### src/rtl/bert_pat_pkg.sv
package bert_pat_pkg;
  localparam int PAT_W      = 32;
  localparam int IDX_W      = $clog2(PAT_W);
  localparam int WORD_W     = 16;
  localparam int WORD_IDX_W = $clog2(WORD_W);
  localparam int LFSR_W     = 20;
  localparam int QRSS_RUN   = 14;
  localparam int RUN_W      = $clog2(QRSS_RUN + 1);

  typedef enum logic [1:0] {
    MODE_PRBS    = 2'd0,
    MODE_REPEAT  = 2'd1,
    MODE_ALTWORD = 2'd2,
    MODE_NONE    = 2'd3
  } patMode_e;

  typedef struct packed {
    logic             reload;
    logic             shift;
    logic [IDX_W-1:0] bitIdx;
    logic             wordSel;
  } ctrlStrb_t;
endpackage

### src/rtl/bert_pat_ctrl.sv
module bert_pat_ctrl
  import bert_pat_pkg::*;
#(
  parameter int ALT_CNT_W = 8
) (
  input  logic                 clk,
  input  logic                 rstN,
  input  logic [1:0]           mode,
  input  logic [IDX_W-1:0]     patLen,
  input  logic [ALT_CNT_W-1:0] altCount,
  input  logic                 load,
  input  logic                 bitEn,
  output ctrlStrb_t            strb
);
  localparam logic [IDX_W-1:0] WORD_LAST = IDX_W'(WORD_W - 1);

  logic [IDX_W-1:0]     bitIdx;
  logic [ALT_CNT_W-1:0] wordCnt;
  logic                 wordSel;
  logic [IDX_W-1:0]     lastIdx;
  logic                 idxWrap;
  logic                 advance;
  logic                 altMode;

  always_comb begin
    altMode = (patMode_e'(mode) == MODE_ALTWORD);
    lastIdx = altMode ? WORD_LAST : patLen;
    idxWrap = (bitIdx >= lastIdx);
    advance = bitEn && !load;
  end

  always_ff @(posedge clk) begin
    if (!rstN || load) begin
      bitIdx  <= '0;
      wordCnt <= '0;
      wordSel <= 1'b0;
    end else if (advance) begin
      bitIdx <= idxWrap ? '0 : bitIdx + IDX_W'(1);
      if (altMode && idxWrap) begin
        if (wordCnt >= altCount) begin
          wordCnt <= '0;
          wordSel <= ~wordSel;
        end else begin
          wordCnt <= wordCnt + ALT_CNT_W'(1);
        end
      end
    end
  end

  assign strb.reload  = load;
  assign strb.shift   = advance;
  assign strb.bitIdx  = bitIdx;
  assign strb.wordSel = wordSel;

  // idle cycles leave the sequencing state untouched
  p_idle_hold_r8: assert property (@(posedge clk) disable iff (!rstN)
    (!bitEn && !load) |=> ($stable(bitIdx) && $stable(wordCnt) && $stable(wordSel)));

  // a load returns the sequencing state to its start
  p_load_restart_r7: assert property (@(posedge clk) disable iff (!rstN)
    load |=> (bitIdx == '0 && wordCnt == '0 && !wordSel));

  // the word choice flips only at the last bit of a word
  p_word_flip_r6: assert property (@(posedge clk) disable iff (!rstN)
    (advance && altMode && bitIdx != WORD_LAST) |=> $stable(wordSel));
endmodule

### src/rtl/bert_pat_datapath.sv
module bert_pat_datapath
  import bert_pat_pkg::*;
(
  input  logic       clk,
  input  logic       rstN,
  input  logic [1:0] mode,
  input  logic [2:0] prbsSel,
  input  logic [7:0] byteData,
  input  logic [1:0] byteSel,
  input  logic       byteWr,
  input  ctrlStrb_t  strb,
  output logic       dataOut
);
  localparam int NUM_BYTES = PAT_W / 8;

  logic [PAT_W-1:0]  patReg;
  logic [LFSR_W-1:0] lfsr;
  logic [LFSR_W-1:0] lfsrMask;
  logic [LFSR_W-1:0] lfsrNext;
  logic [RUN_W-1:0]  zeroRun;
  logic [4:0]        ord;
  logic [4:0]        tap;
  logic              isQrss;
  logic              rawBit;
  logic              prbsBit;
  logic              prbsMode;

  for (genvar b = 0; b < NUM_BYTES; b++) begin : g_byte
    always_ff @(posedge clk) begin
      if (!rstN) patReg[b*8 +: 8] <= '0;
      else if (byteWr && byteSel == 2'(b)) patReg[b*8 +: 8] <= byteData;
    end
  end

  always_comb begin
    case (prbsSel)
      3'd0:    begin ord = 5'd7;  tap = 5'd6;  end
      3'd1:    begin ord = 5'd9;  tap = 5'd5;  end
      3'd2:    begin ord = 5'd11; tap = 5'd9;  end
      3'd3:    begin ord = 5'd15; tap = 5'd14; end
      default: begin ord = 5'd20; tap = 5'd17; end
    endcase
    isQrss   = prbsSel[2];
    prbsMode = (patMode_e'(mode) == MODE_PRBS);
    lfsrMask = {LFSR_W{1'b1}} >> (5'(LFSR_W) - ord);
    rawBit   = lfsr[ord - 5'd1];
    lfsrNext = {lfsr[LFSR_W-2:0], rawBit ^ lfsr[tap - 5'd1]} & lfsrMask;
    prbsBit  = (isQrss && zeroRun == RUN_W'(QRSS_RUN)) ? 1'b1 : rawBit;
  end

  always_ff @(posedge clk) begin
    if (!rstN) begin
      lfsr    <= '0;
      zeroRun <= '0;
    end else if (strb.reload) begin
      lfsr    <= patReg[LFSR_W-1:0] & lfsrMask;
      zeroRun <= '0;
    end else if (strb.shift) begin
      lfsr <= lfsrNext;
      if (prbsMode && isQrss) zeroRun <= prbsBit ? '0 : zeroRun + RUN_W'(1);
      else                    zeroRun <= '0;
    end
  end

  always_comb begin
    case (patMode_e'(mode))
      MODE_PRBS:    dataOut = prbsBit;
      MODE_REPEAT:  dataOut = patReg[strb.bitIdx];
      MODE_ALTWORD: dataOut = patReg[{strb.wordSel, strb.bitIdx[WORD_IDX_W-1:0]}];
      default:      dataOut = 1'b0;
    endcase
  end

  // a load seeds the shift state from the register held before the edge
  p_seed_load_r7: assert property (@(posedge clk) disable iff (!rstN)
    strb.reload |=> (lfsr == ($past(patReg[LFSR_W-1:0]) & $past(lfsrMask))));

  // no shift without a strobe
  p_lfsr_hold_r8: assert property (@(posedge clk) disable iff (!rstN)
    (!strb.shift && !strb.reload) |=> $stable(lfsr));

  // a full zero run is broken by the next emitted bit
  p_qrss_break_r4: assert property (@(posedge clk) disable iff (!rstN)
    (strb.shift && !strb.reload && prbsMode && isQrss && zeroRun == RUN_W'(QRSS_RUN))
      |=> (zeroRun == '0));

  // the zero-run count never passes its limit
  p_qrss_bound_r4: assert property (@(posedge clk) disable iff (!rstN)
    zeroRun <= RUN_W'(QRSS_RUN));
endmodule

### src/rtl/bert_pattern_gen.sv
module bert_pattern_gen
  import bert_pat_pkg::*;
#(
  parameter int ALT_CNT_W = 8
) (
  input  logic                 clk,
  input  logic                 rstN,
  input  logic [1:0]           mode,
  input  logic [2:0]           prbsSel,
  input  logic [IDX_W-1:0]     patLen,
  input  logic [ALT_CNT_W-1:0] altCount,
  input  logic [7:0]           byteData,
  input  logic [1:0]           byteSel,
  input  logic                 byteWr,
  input  logic                 load,
  input  logic                 bitEn,
  output logic                 dataOut
);
  ctrlStrb_t strb;

  bert_pat_ctrl #(.ALT_CNT_W(ALT_CNT_W)) ctrl_i (
    .clk(clk), .rstN(rstN), .mode(mode), .patLen(patLen),
    .altCount(altCount), .load(load), .bitEn(bitEn), .strb(strb)
  );

  bert_pat_datapath dp_i (
    .clk(clk), .rstN(rstN), .mode(mode), .prbsSel(prbsSel),
    .byteData(byteData), .byteSel(byteSel), .byteWr(byteWr),
    .strb(strb), .dataOut(dataOut)
  );
endmodule

### config.mk
export PLATFORM = sky130hd
export DESIGN_NAME = bert_pattern_gen
export DESIGN_NICKNAME = d
export VERILOG_FILES = /design/src/rtl/bert_pat_pkg.sv /design/src/rtl/bert_pat_ctrl.sv /design/src/rtl/bert_pat_datapath.sv /design/src/rtl/bert_pattern_gen.sv
export SDC_FILE = /design/constraint.sdc
export NUM_CORES = 1
export LEC_CHECK = 0
export BUFFER_PORTS_ARGS = -buffer_cell sky130_fd_sc_hd__buf_2
export CORE_MARGIN = 5
export CORE_UTILIZATION = 61
export DETAILED_ROUTE_END_ITERATION = 16
export HOLD_SLACK_MARGIN = 0.15
export PLACE_DENSITY = 0.83
export SLEW_MARGIN = 20
export SYNTH_ARGS = -nofsm -noshare
export SYNTH_HDL_FRONTEND = slang
export SYNTH_HIERARCHICAL = 1
export SYNTH_SLANG_ARGS = --single-unit
### constraint.sdc
create_clock -name clk -period 3.3 [get_ports clk]
set_clock_uncertainty 0.1 [all_clocks]
set_input_delay 0.165 -clock clk [delete_from_list [all_inputs] [get_ports clk]]
set_output_delay 0.165 -clock clk [all_outputs]
set_load 0.01 [all_outputs]
# Word-level counts from Yosys, hierarchy flattened
# Cells that the tools add are included.
# word_totals
n_memories,0
latchBits,0
rom_bits,0
mem_bits_rw,0
regBits,70
# op_classes
mux,19
addsub,6
div,0
n_shift,1
multipliers,0
bitwise_logic,5
magnitude_cmp,6
n_eq_ne,9
reduce_logical,18
# op_table
op,count
$and A20 B20 Y20,2
$mux W20,2
$pmux W5 S4,2
$lt A5 B6 Y1 const B,4
$bmux W1 S5,4
$shr A20 B5 Y20 const A,1
$mux W5,2
$sub A5 B1 Y5 const B,2
$add A8 B1 Y8 const B,1
$ge A8 B8 Y1,1
$logic_and A1 B1 Y1,8
$mux W4,2
$mux W8,1
$eq A2 B2 Y1 const B,3
$eq A3 B2 Y1 const B,2
$add A5 B1 Y5 const B,1
$ge A5 B5 Y1,1
$mux W1,5
$sub A5 B5 Y5 const A,1
$add A4 B1 Y4 const B,1
$eq A2 B1 Y1 const B,2
$eq A4 B4 Y1 const B,1
$logic_not A2 Y1,2
$eq A3 B1 Y1 const B,1
10 further kinds,12

# Logic depth before layout (Yosys ltp)
# Gate-level depths: netlist of run 1.
# logic_depth
word_depth,9
ltp_mapped,12

# By module
# The synthesis of run 1 kept the hierarchy.
# modules_own_cells
mod,n_inst,cells_per_inst,area_per_inst_um2
bert_pat_datapath,1,332,3230.6
bert_pat_ctrl,1,136,1168.6

# Least setup slack after synthesis of run 1
# Ideal clock, no wire load.
# synth_path
path_type,input -> register
start,input prbsSel[1]
end,register dp_i.lfsr[0]
t_arrival_ps,2295
setup_ps,132
path_slack_ps,773
required_ps,3068
cell_stages,10
cell_sequence,buf_4 > xor2_4 > nor2_4 > inv_1 > ha_1 > clkbuf_1 > mux4_2 > and3b_1 > o31ai_1 > o41ai_2
# synth_between
elab_chain_cells,9
elab_cells_between_ends,19
classes_between,add/sub (3); eq/ne (3); shift (1); mux (8); bitwise (3); reduce/logical (1)
# synth_lines
element,line,source
start: declaration,bert_pattern_gen.sv:9,"input logic [2:0] prbsSel,"
"$eq A3 B2 Y1, or another cell as far along",bert_pat_datapath.sv:36,case (prbsSel)
$pmux W5 S4,bert_pat_datapath.sv:36,
$sub A5 B1 Y5 (on tied branches),"bert_pat_datapath.sv:46, bert_pat_datapath.sv:47",
$bmux W1 S5 (on tied branches),"bert_pat_datapath.sv:46, bert_pat_datapath.sv:47",
$mux W1 (on tied branches),"bert_pat_datapath.sv:46, bert_pat_datapath.sv:47",
$xor A1 B1 Y1,bert_pat_datapath.sv:47,"lfsrNext = {lfsr[LFSR_W-2:0], rawBit ^ lfsr[tap - 5'd1]} & lfsrMask;"
$and A20 B20 Y20,bert_pat_datapath.sv:47,
$mux W20,bert_pat_datapath.sv:58,end else if (strb.shift) begin
$mux W20 *,bert_pat_datapath.sv:55,end else if (strb.reload) begin
end signal: assignment,bert_pat_datapath.sv:56,lfsr <= patReg[LFSR_W-1:0] & lfsrMask;
end signal: assignment,bert_pat_datapath.sv:59,lfsr <= lfsrNext;
end: declaration,bert_pat_datapath.sv:17,logic [LFSR_W-1:0] lfsr;
# Every way passes the cells marked *; elsewhere a longest branch is shown, timed or not. The select of a mux whose other input is x is not followed.
# A chain may end at the register's enable or synchronous reset.

# Worst setup path in the final report of run 1
# layout_path
start,register ctrl_i.bitIdx[2]
end,output dataOut
# layout_between
elab_chain_cells,3
elab_cells_between_ends,5
classes_between,mux (5)
# layout_lines
element,line,source
start: declaration,bert_pat_ctrl.sv:17,logic [IDX_W-1:0] bitIdx;
start signal: assignment,bert_pat_ctrl.sv:38,bitIdx <= idxWrap ? '0 : bitIdx + IDX_W'(1);
$bmux W1 S5 (on tied branches),"bert_pat_datapath.sv:69, bert_pat_datapath.sv:68",
$mux W1 (on tied branches),"bert_pat_datapath.sv:69, bert_pat_datapath.sv:68",
$pmux W1 S3 *,bert_pat_datapath.sv:66,case (patMode_e'(mode))
end: declaration,bert_pattern_gen.sv:17,output logic dataOut
# Marked as above.

==> results.tsv, run 1 <==
stage	metric	value	unit
status	status	complete, no violations	
global_routing	grt.overflow.total	0	
global_routing	grt.total_usage	23.97	%
yosys	yosysMostFrequentCell	dfxtp_1	
yosys	async_flop_share	0	%
die	core	7137	µm²
sta	tns	0	ps
global_routing	grt_pass1_wl	16880	µm
critical_path	startpoint	ctrl_i/bitIdx[2]$_SDFFE_PP0P_	
yosys	synthMuxAreaShare	17.72	%
sta	fmax	335.4	MHz
power_and_ir_drop	power_density	371.9	nW/µm²
yosys	synth.avg_cell_area	9.400	µm²
critical_path	r2r_end	ctrl_i/bitIdx[3]$_SDFFE_PP0P_	
detailed_routing	detail_route.wl_per_cell	16.83	µm
sta	layout_min_cycle_time	2982	ps
sta	setup_violations	0	
yosys	synthTopCellsByCount	70 x dfxtp_1, 50 x nor2b_1, 37 x mux2i_1	
layout	final_core_util	67.71	%
power_and_ir_drop	peakVddDrop	0.2801	mV
sta	hold_violations	0	
yosys	ys_types	64	
detailed_routing	vias	3571	
power_and_ir_drop	clkPwrFrac	38.2	%
sta	tightest_slew	764.1	ps
layout	area_growth	9.841	%
sta	relSlewSlack	49.06	%
die	die_area	9010	µm²
clocking	clk_pin_slew_worst_paths	80	ps
critical_path	required	3030	ps
sta	rsz0062_at_grt	false	
die	start_util	61.64	%
global_routing	antenna_found_initial	0	
detailed_routing	drt_iter0_markers	229	
critical_path	path_cells	mux4_1 -> mux4_2 -> nor3b_1 -> o31ai_2 -> buf_2	
power_and_ir_drop	switching_power	482.0	µW
yosys	synth.top_cell.area_share	31.85	%
critical_path	cp-end-kind	output port	
power_and_ir_drop	seqPwrFrac	48.8	%
yosys	synth_simple_gate_area_share	22.81	%
critical_path	path_delay_family	multiplexers	
yosys	synth_top_area_cell	dfxtp_1	
yosys	synth_ff_type	dfxtp_1	
placed_design	place_hpwl	7311	µm
clocking	ctsResizeCount	0	
critical_path	r2r_setup_slack	1020	ps
power_and_ir_drop	swShare	26.82	%
critical_path	slowest_stage	dfxtp_1	
layout	drive_gt1_share	17.23	%
placed_design	post-place-ws	698.3	ps
yosys	synth_area_leaders	dfxtp_1 32%, mux2i_1 8.4%, nor2b_1 7.1%	
run	drv_cap	0	
hold_path	min_path_type	in2reg	
detailed_routing	drc	0	
detailed_routing	drt-total-wl	10060	µm
placed_design	gp_congestion	0.8619	
yosys	synthAdderAreaFrac	5.688	%
yosys	yosysWarnings	6	
power_and_ir_drop	combinationalPowerShare	13.0	%
global_routing	grt_max_degree	57	
yosys	synth_compound_area_share	14.45	%
placed_design	numPortBuffers	33	
clocking	cts_max_path_buffers	2	
critical_path	rr_worst_depth	7	
critical_path	cp_slowest_stage_delay	670	ps
critical_path	path_max_fanout	12	
detailed_routing	dr.pass1.iters	5	
sta	slew_viol_final	0	
yosys	synth_edf_count	0	
critical_path	crit_type	reg2out	
yosys	synth-xor-area-share	1.820	%
layout	diodes	0	
yosys	synth_fp_nets	521	
critical_path	crit_arrival	2720	ps
detailed_routing	final_antenna_net_count	0	
clocking	cts_tree	yes	
clocking	htreeDepth	3	
die	die_h	94.92	µm
clocking	hold_buffers	9	
global_routing	grt_use_met2	40.40	%
die	ios	34	
yosys	yosysSeqAreaShare	31.85	%
clocking	cts_sinks	70	
yosys	netlist_area	4399	µm²
yosys	ys_ff_latch	70	
power_and_ir_drop	intPower	1315	µW
sta	min_period_over_period	90.35	%
clocking	cts_setup_buffers	0	
critical_path	cp.depth	5	
clocking	cts_inserted_buffers	9	
yosys	synthCells	468	
die	die_w	94.92	µm
clocking	root_buffer	clkbuf_8	
detailed_routing	via_per_inst	5.972	
yosys	synth_top_family_by_area	simple AND/OR/NAND/NOR gates	
clocking	clk_latency	350	ps
global_routing	busiest_layer	met2	
die	rows	31	
layout	nets	547	
global_routing	use_met3	4.542	%
sta	fin_ws	318.4	ps
power_and_ir_drop	p_leak	0.001989	µW
critical_path	timing.rr.start	ctrl_i/bitIdx[0]$_SDFFE_PP0P_	
critical_path	endpoint	dataOut	
critical_path	start_kind	register	
critical_path	path_buf_inv	1	
global_routing	grt_pass1_vias	3516	
global_routing	met1_usage	29.70	%
-- worst min-delay path, delay by kind of cell --
family | cells | cell delay [ps]
and+or+nand+nor | 1 | 60
AOI/OAI and AO/OA | 1 | 200
buffers and inverters | 1 | 220
-- registers in the layout, indices dropped and copies added (netlist names) --
signal / cells
ctrl_i/bitIdx: 5
ctrl_i/wordCnt: 8
ctrl_i/wordSel: 1
dp_i/lfsr: 20
dp_i/patReg: 32
dp_i/zeroRun: 4
-- worst min path at each step --
stage	from	endpoint	slack, ps	cells after the start
4_1_cts	prbsSel[2]	dp_i/lfsr[15]$_SDFFE_PN0P_	220	3
5_1_grt	prbsSel[2]	dp_i/lfsr[15]$_SDFFE_PN0P_	240	3
3_5_place_dp	byteData[7]	dp_i/patReg[23]$_SDFFE_PN0P_	390	3
6_report	prbsSel[2]	dp_i/lfsr[15]$_SDFFE_PN0P_	240	3
2_1_floorplan	bitEn	ctrl_i/bitIdx[1]$_SDFFE_PP0P_	230	2
3_3_place_gp	bitEn	ctrl_i/bitIdx[1]$_SDFFE_PP0P_	360	3
-- per-stage QoR --
stage | power [µW] | hold WS [ps] | area [µm²] | instances
3_5_place_dp | 1118 | 389.2 | 4544 | 573
6_report | 1797 | 238.2 | 4832 | 598
5_1_grt | 1882 | 239.3 | 4832 | 598
4_1_cts | 1807 | 217.6 | 4832 | 598
3_3_place_gp | 1109 | 363.2 | 4544 | 573
2_1_floorplan | 1056 | 229.3 | 4399 | 468
-- layout by cell type, fill, tap and decap left out, types with 3 or more instances in the layout --
| cell type | count |
|---|---|
| o22ai_2 | 4 |
| dlygate4sd3_1 | 9 |
| and3_1 | 11 |
| a22o_1 | 5 |
| dfxtp_1 | 70 |
| and2_1 | 11 |
| a31oi_1 | 8 |
| nor2b_1 | 50 |
| nand2b_1 | 9 |
| nand4_1 | 5 |
| nand2_1 | 27 |
| mux2_2 | 4 |
| xor2_1 | 3 |
| clkbuf_8 | 9 |
| buf_2 | 33 |
| mux4_1 | 7 |
| a21oi_1 | 20 |
| nand3_1 | 13 |
| mux4_2 | 8 |
| o21ai_0 | 16 |
| nor3b_1 | 4 |
| xnor2_1 | 3 |
| mux2i_1 | 37 |
| nor2_1 | 21 |
| inv_1 | 22 |
| nor3_1 | 7 |
| ha_1 | 20 |
| buf_4 | 3 |
| o22ai_1 | 4 |
| a22oi_1 | 10 |
-- layer usage --
layer / vias up / routed length [µm] / share of wire (%)
li1: 1730 / - / -
met1: 1706 / 4282 / 43
met2: 114 / 5032 / 50
met3: 21 / 495 / 4.9
met4: 0 / 251 / 2.5
met5: - / 0 / 0
-- power by group through the flow --
stage	sequential [µW]	combinational [µW]	clock (µW)
6_report	878	233	686
5_1_grt	879	256	747
4_1_cts	877	231	699
3_5_place_dp	897	221	0
3_3_place_gp	897	213	0
2_1_floorplan	889	167	0
-- kinds of logic after synthesis --
group                    after synthesis
AO/OA/AOI/OAI                         88
XOR/XNOR                               7
adder cells (fa/ha/maj)               20
buffers and inverters                 52
flip-flops                            70
multiplexers                          56
AND/OR/NAND/NOR                      175
-- area by class of cell --
cell class	count	area, µm²
tap	99	123.9
clock buffer	9	123.9
timing repair buffer	45	277.8
fill	571	2305
inverter	22	82.58
sequential	70	1401
clock inverter	7	73.82
multi-input combinational	346	2749
No activity file was read; power rests on OpenSTA's default activity.
==> inputs of run 2 (changes only) <==
--- a/config.mk
+++ b/config.mk
@@ -7,10 +7,10 @@
 export LEC_CHECK = 0
 export BUFFER_PORTS_ARGS = -buffer_cell sky130_fd_sc_hd__buf_2
 export CORE_MARGIN = 5
-export CORE_UTILIZATION = 61
+export CORE_UTILIZATION = 65
 export DETAILED_ROUTE_END_ITERATION = 16
 export HOLD_SLACK_MARGIN = 0.15
-export PLACE_DENSITY = 0.83
+export PLACE_DENSITY = 0.87
 export SLEW_MARGIN = 20
 export SYNTH_ARGS = -nofsm -noshare
 export SYNTH_HDL_FRONTEND = slang
==> constraint.sdc (replaced) <==
create_clock -name clk -period 3.45 [get_ports clk]
set_clock_uncertainty 0.1 [all_clocks]
set_input_delay 0.1725 -clock clk [delete_from_list [all_inputs] [get_ports clk]]
set_output_delay 0.1725 -clock clk [all_outputs]
set_load 0.01 [all_outputs]
==> results.tsv, run 2 (synthesized netlist as in run 1, its figures left out) <==
stage	metric	value	unit	change
status	status	complete, no violations		unchanged
clocking	cts_max_path_buffers	2		unchanged
placed_design	gp_congestion	0.8929		was 0.8619
layout	final_common_cell	dfxtp_1		unchanged
sta	relSlewSlack	44.64	%	was 49.06%
die	core	6681	µm²	was 7137 µm²
detailed_routing	drt_iter0_markers	310		was 229
sta	fin_ws	479.2	ps	was 318.4 ps
power_and_ir_drop	seqPwrFrac	47.1	%	was 48.8%
critical_path	required	3180	ps	was 3030 ps
critical_path	crit_type	reg2out		unchanged
critical_path	crit_arrival	2700	ps	was 2720 ps
layout	fillCellCount	468		was 571
placed_design	post-place-ws	812.6	ps	was 698.3 ps
hold_path	min_path_type	in2reg		unchanged
critical_path	path_cells	mux4_1 -> mux4_2 -> nor3b_1 -> o31ai_2 -> buf_2		unchanged
power_and_ir_drop	peakVddDrop	0.3264	mV	was 0.2801 mV
clocking	root_buffer	clkbuf_8		unchanged
die	die_h	92.27	µm	was 94.92 µm
layout	mostFrequentLayoutCells	70 x dfxtp_1, 50 x nor2b_1, 37 x mux2i_1, 33 x buf_2, 27 x nand2_1		unchanged
die	rows	30		was 31
global_routing	antenna_found_initial	0		unchanged
layout	area_growth	9.329	%	was 9.841%
critical_path	startpoint	ctrl_i/bitIdx[2]$_SDFFE_PP0P_		unchanged
critical_path	endpoint	dataOut		unchanged
clocking	cts_inserted_buffers	9		unchanged
clocking	cts_sinks	70		unchanged
detailed_routing	drt-total-wl	10270	µm	was 10,060 µm
power_and_ir_drop	intPower	1326	µW	was 1315 µW
detailed_routing	via_per_inst	6.329		was 5.972
detailed_routing	detail_route.wl_per_cell	17.79	µm	was 16.83 µm
sta	rsz0062_at_grt	false		unchanged
placed_design	post_dp_cell_area	4506	µm²	was 4544 µm²
sta	setup_violations	0		unchanged
detailed_routing	dr.pass1.iters	5		unchanged
power_and_ir_drop	power_density	371.0	nW/µm²	was 371.9 nW/µm²
detailed_routing	final_antenna_net_count	0		unchanged
sta	slew_viol_final	0		unchanged
sta	tns	0	ps	unchanged
clocking	clk_latency	360	ps	was 350 ps
sta	hold_violations	0		unchanged
layout	diodes	0		unchanged
critical_path	cp-end-kind	output port		unchanged
global_routing	grt_max_degree	57		unchanged
detailed_routing	drc	0		unchanged
global_routing	grt.overflow.total	0		unchanged
sta	min_period_over_period	86.11	%	
layout	top_regs	dp_i/patReg (32), dp_i/lfsr (20), ctrl_i/wordCnt (8)		unchanged
die	die_w	92.27	µm	was 94.92 µm
die	ios	34		unchanged
critical_path	r2r_end	ctrl_i/bitIdx[3]$_SDFFE_PP0P_		unchanged
global_routing	grt.total_usage	25.77	%	was 23.97%
critical_path	slowest_stage	mux4_1		was dfxtp_1
detailed_routing	vias	3652		was 3,571
critical_path	r2r_setup_slack	1300	ps	was 1020 ps
power_and_ir_drop	p_leak	0.001985	µW	was 0.001989 µW
clocking	htreeDepth	3		unchanged
placed_design	place_hpwl	7397	µm	was 7311 µm
placed_design	numPortBuffers	33		unchanged
critical_path	rr_worst_depth	7		unchanged
layout	regMostFlops	dp_i/patReg		unchanged
run	drv_cap	0		unchanged
global_routing	grt_pass1_wl	17440	µm	was 16,880 µm
sta	tightest_slew	827.4	ps	was 764.1 ps
global_routing	grt_pass1_vias	3538		was 3,516
power_and_ir_drop	swShare	25.66	%	was 26.82%
power_and_ir_drop	combinationalPowerShare	12.4	%	was 13.0%
sta	layout_min_cycle_time	2971	ps	
power_and_ir_drop	switching_power	457.7	µW	was 482.0 µW
power_and_ir_drop	p_total	1784	µW	was 1797 µW
sta	fmax	336.6	MHz	
critical_path	path_max_fanout	12		unchanged
die	start_util	65.84	%	was 61.64%
critical_path	cp_slowest_stage_delay	650	ps	was 670 ps
critical_path	start_kind	register		unchanged
layout	fin_cells	577		was 598
layout	drive_gt1_share	16.70	%	was 17.23%
power_and_ir_drop	clkPwrFrac	40.5	%	was 38.2%
die	die_area	8514	µm²	was 9010 µm²
placed_design	place_inst	552		was 573
clocking	cts_tree	yes		unchanged
layout	largest_reg_flops	32		unchanged
critical_path	timing.rr.start	ctrl_i/bitIdx[0]$_SDFFE_PP0P_		unchanged
clocking	clk_pin_slew_worst_paths	70	ps	was 80 ps
layout	nets	545		was 547
layout	stdcell_area	4810	µm²	was 4832 µm²
clocking	cts_setup_buffers	0		unchanged
run 2: cell types whose count changed in the layout (fill, tap and decap cells not counted), sizes merged:
cell and change:
clkinv -1, clkbuf +1, bufinv +1, buf -2
inv -1
run 2: timing repair:
item                      4_1_cts  5_1_grt
hold endpoints to repair       33        0
hold buffers                    9        0
resized for setup               0        0
run 2: worst max-delay path, delay by kind of cell (launching register included):
family / cells / cell delay [ps]
mux: 2 / 1150
flops: 1 / 640
simple gates: 1 / 300
buf+inv: 1 / 150
compound gates: 1 / 110
run 2: stage by stage:
step                      util (%)  hold WS (ps)
after CTS                    71.99         223.4
after global placement       67.43         369.5
final                        71.99         252.5
after detailed placement     67.43         388.4
after global routing         71.99         250.3
after floorplan                  -         236.8
run 2: area by class of cell:
type                            instances  area, µm²  area share (%)
Multi-Input combinational cell        346       2749           57.15
Sequential cell                        70       1401           29.14
Timing Repair Buffer                   43      262.8           5.463
Clock buffer                           10      127.6           2.653
Tap cell                               80      100.1           2.081
Clock inverter                          6      86.33           1.795
Inverter                               22      82.58           1.717
run 2: power groups by stage:
stage,logic [µW],clock network [µW],registers (µW)
final,220,723,841
after global routing,242,771,842
after CTS,217,728,840
after detailed placement,208,0,859
after global placement,200,0,858
after floorplan,160,0,850
run 2: how the worst min path moves through the flow:
stage / from / endpoint / slack (ps) / cells past startpoint
after floorplan: bitEn / ctrl_i/bitIdx[1]$_SDFFE_PP0P_ / 240 / 2
after global placement: bitEn / ctrl_i/bitIdx[1]$_SDFFE_PP0P_ / 370 / 3
after detailed placement: bitEn / ctrl_i/bitIdx[1]$_SDFFE_PP0P_ / 390 / 3
after CTS: prbsSel[2] / dp_i/lfsr[19]$_SDFFE_PN0P_ / 220 / 3
after global routing: prbsSel[2] / dp_i/lfsr[17]$_SDFFE_PN0P_ / 250 / 3
final: prbsSel[2] / dp_i/lfsr[16]$_SDFFE_PN0P_ / 250 / 3
run 2: routing by layer:
layer	wire length [µm]	global-route usage [%]	share of wire, %	vias to the layer above
li1	-	-	-	1735
met1	4308	30.96	42	1753
met2	5078	44.95	49	129
met3	526	4.594	5.1	35
met4	352	11.26	3.4	0
met5	0	0	0	-
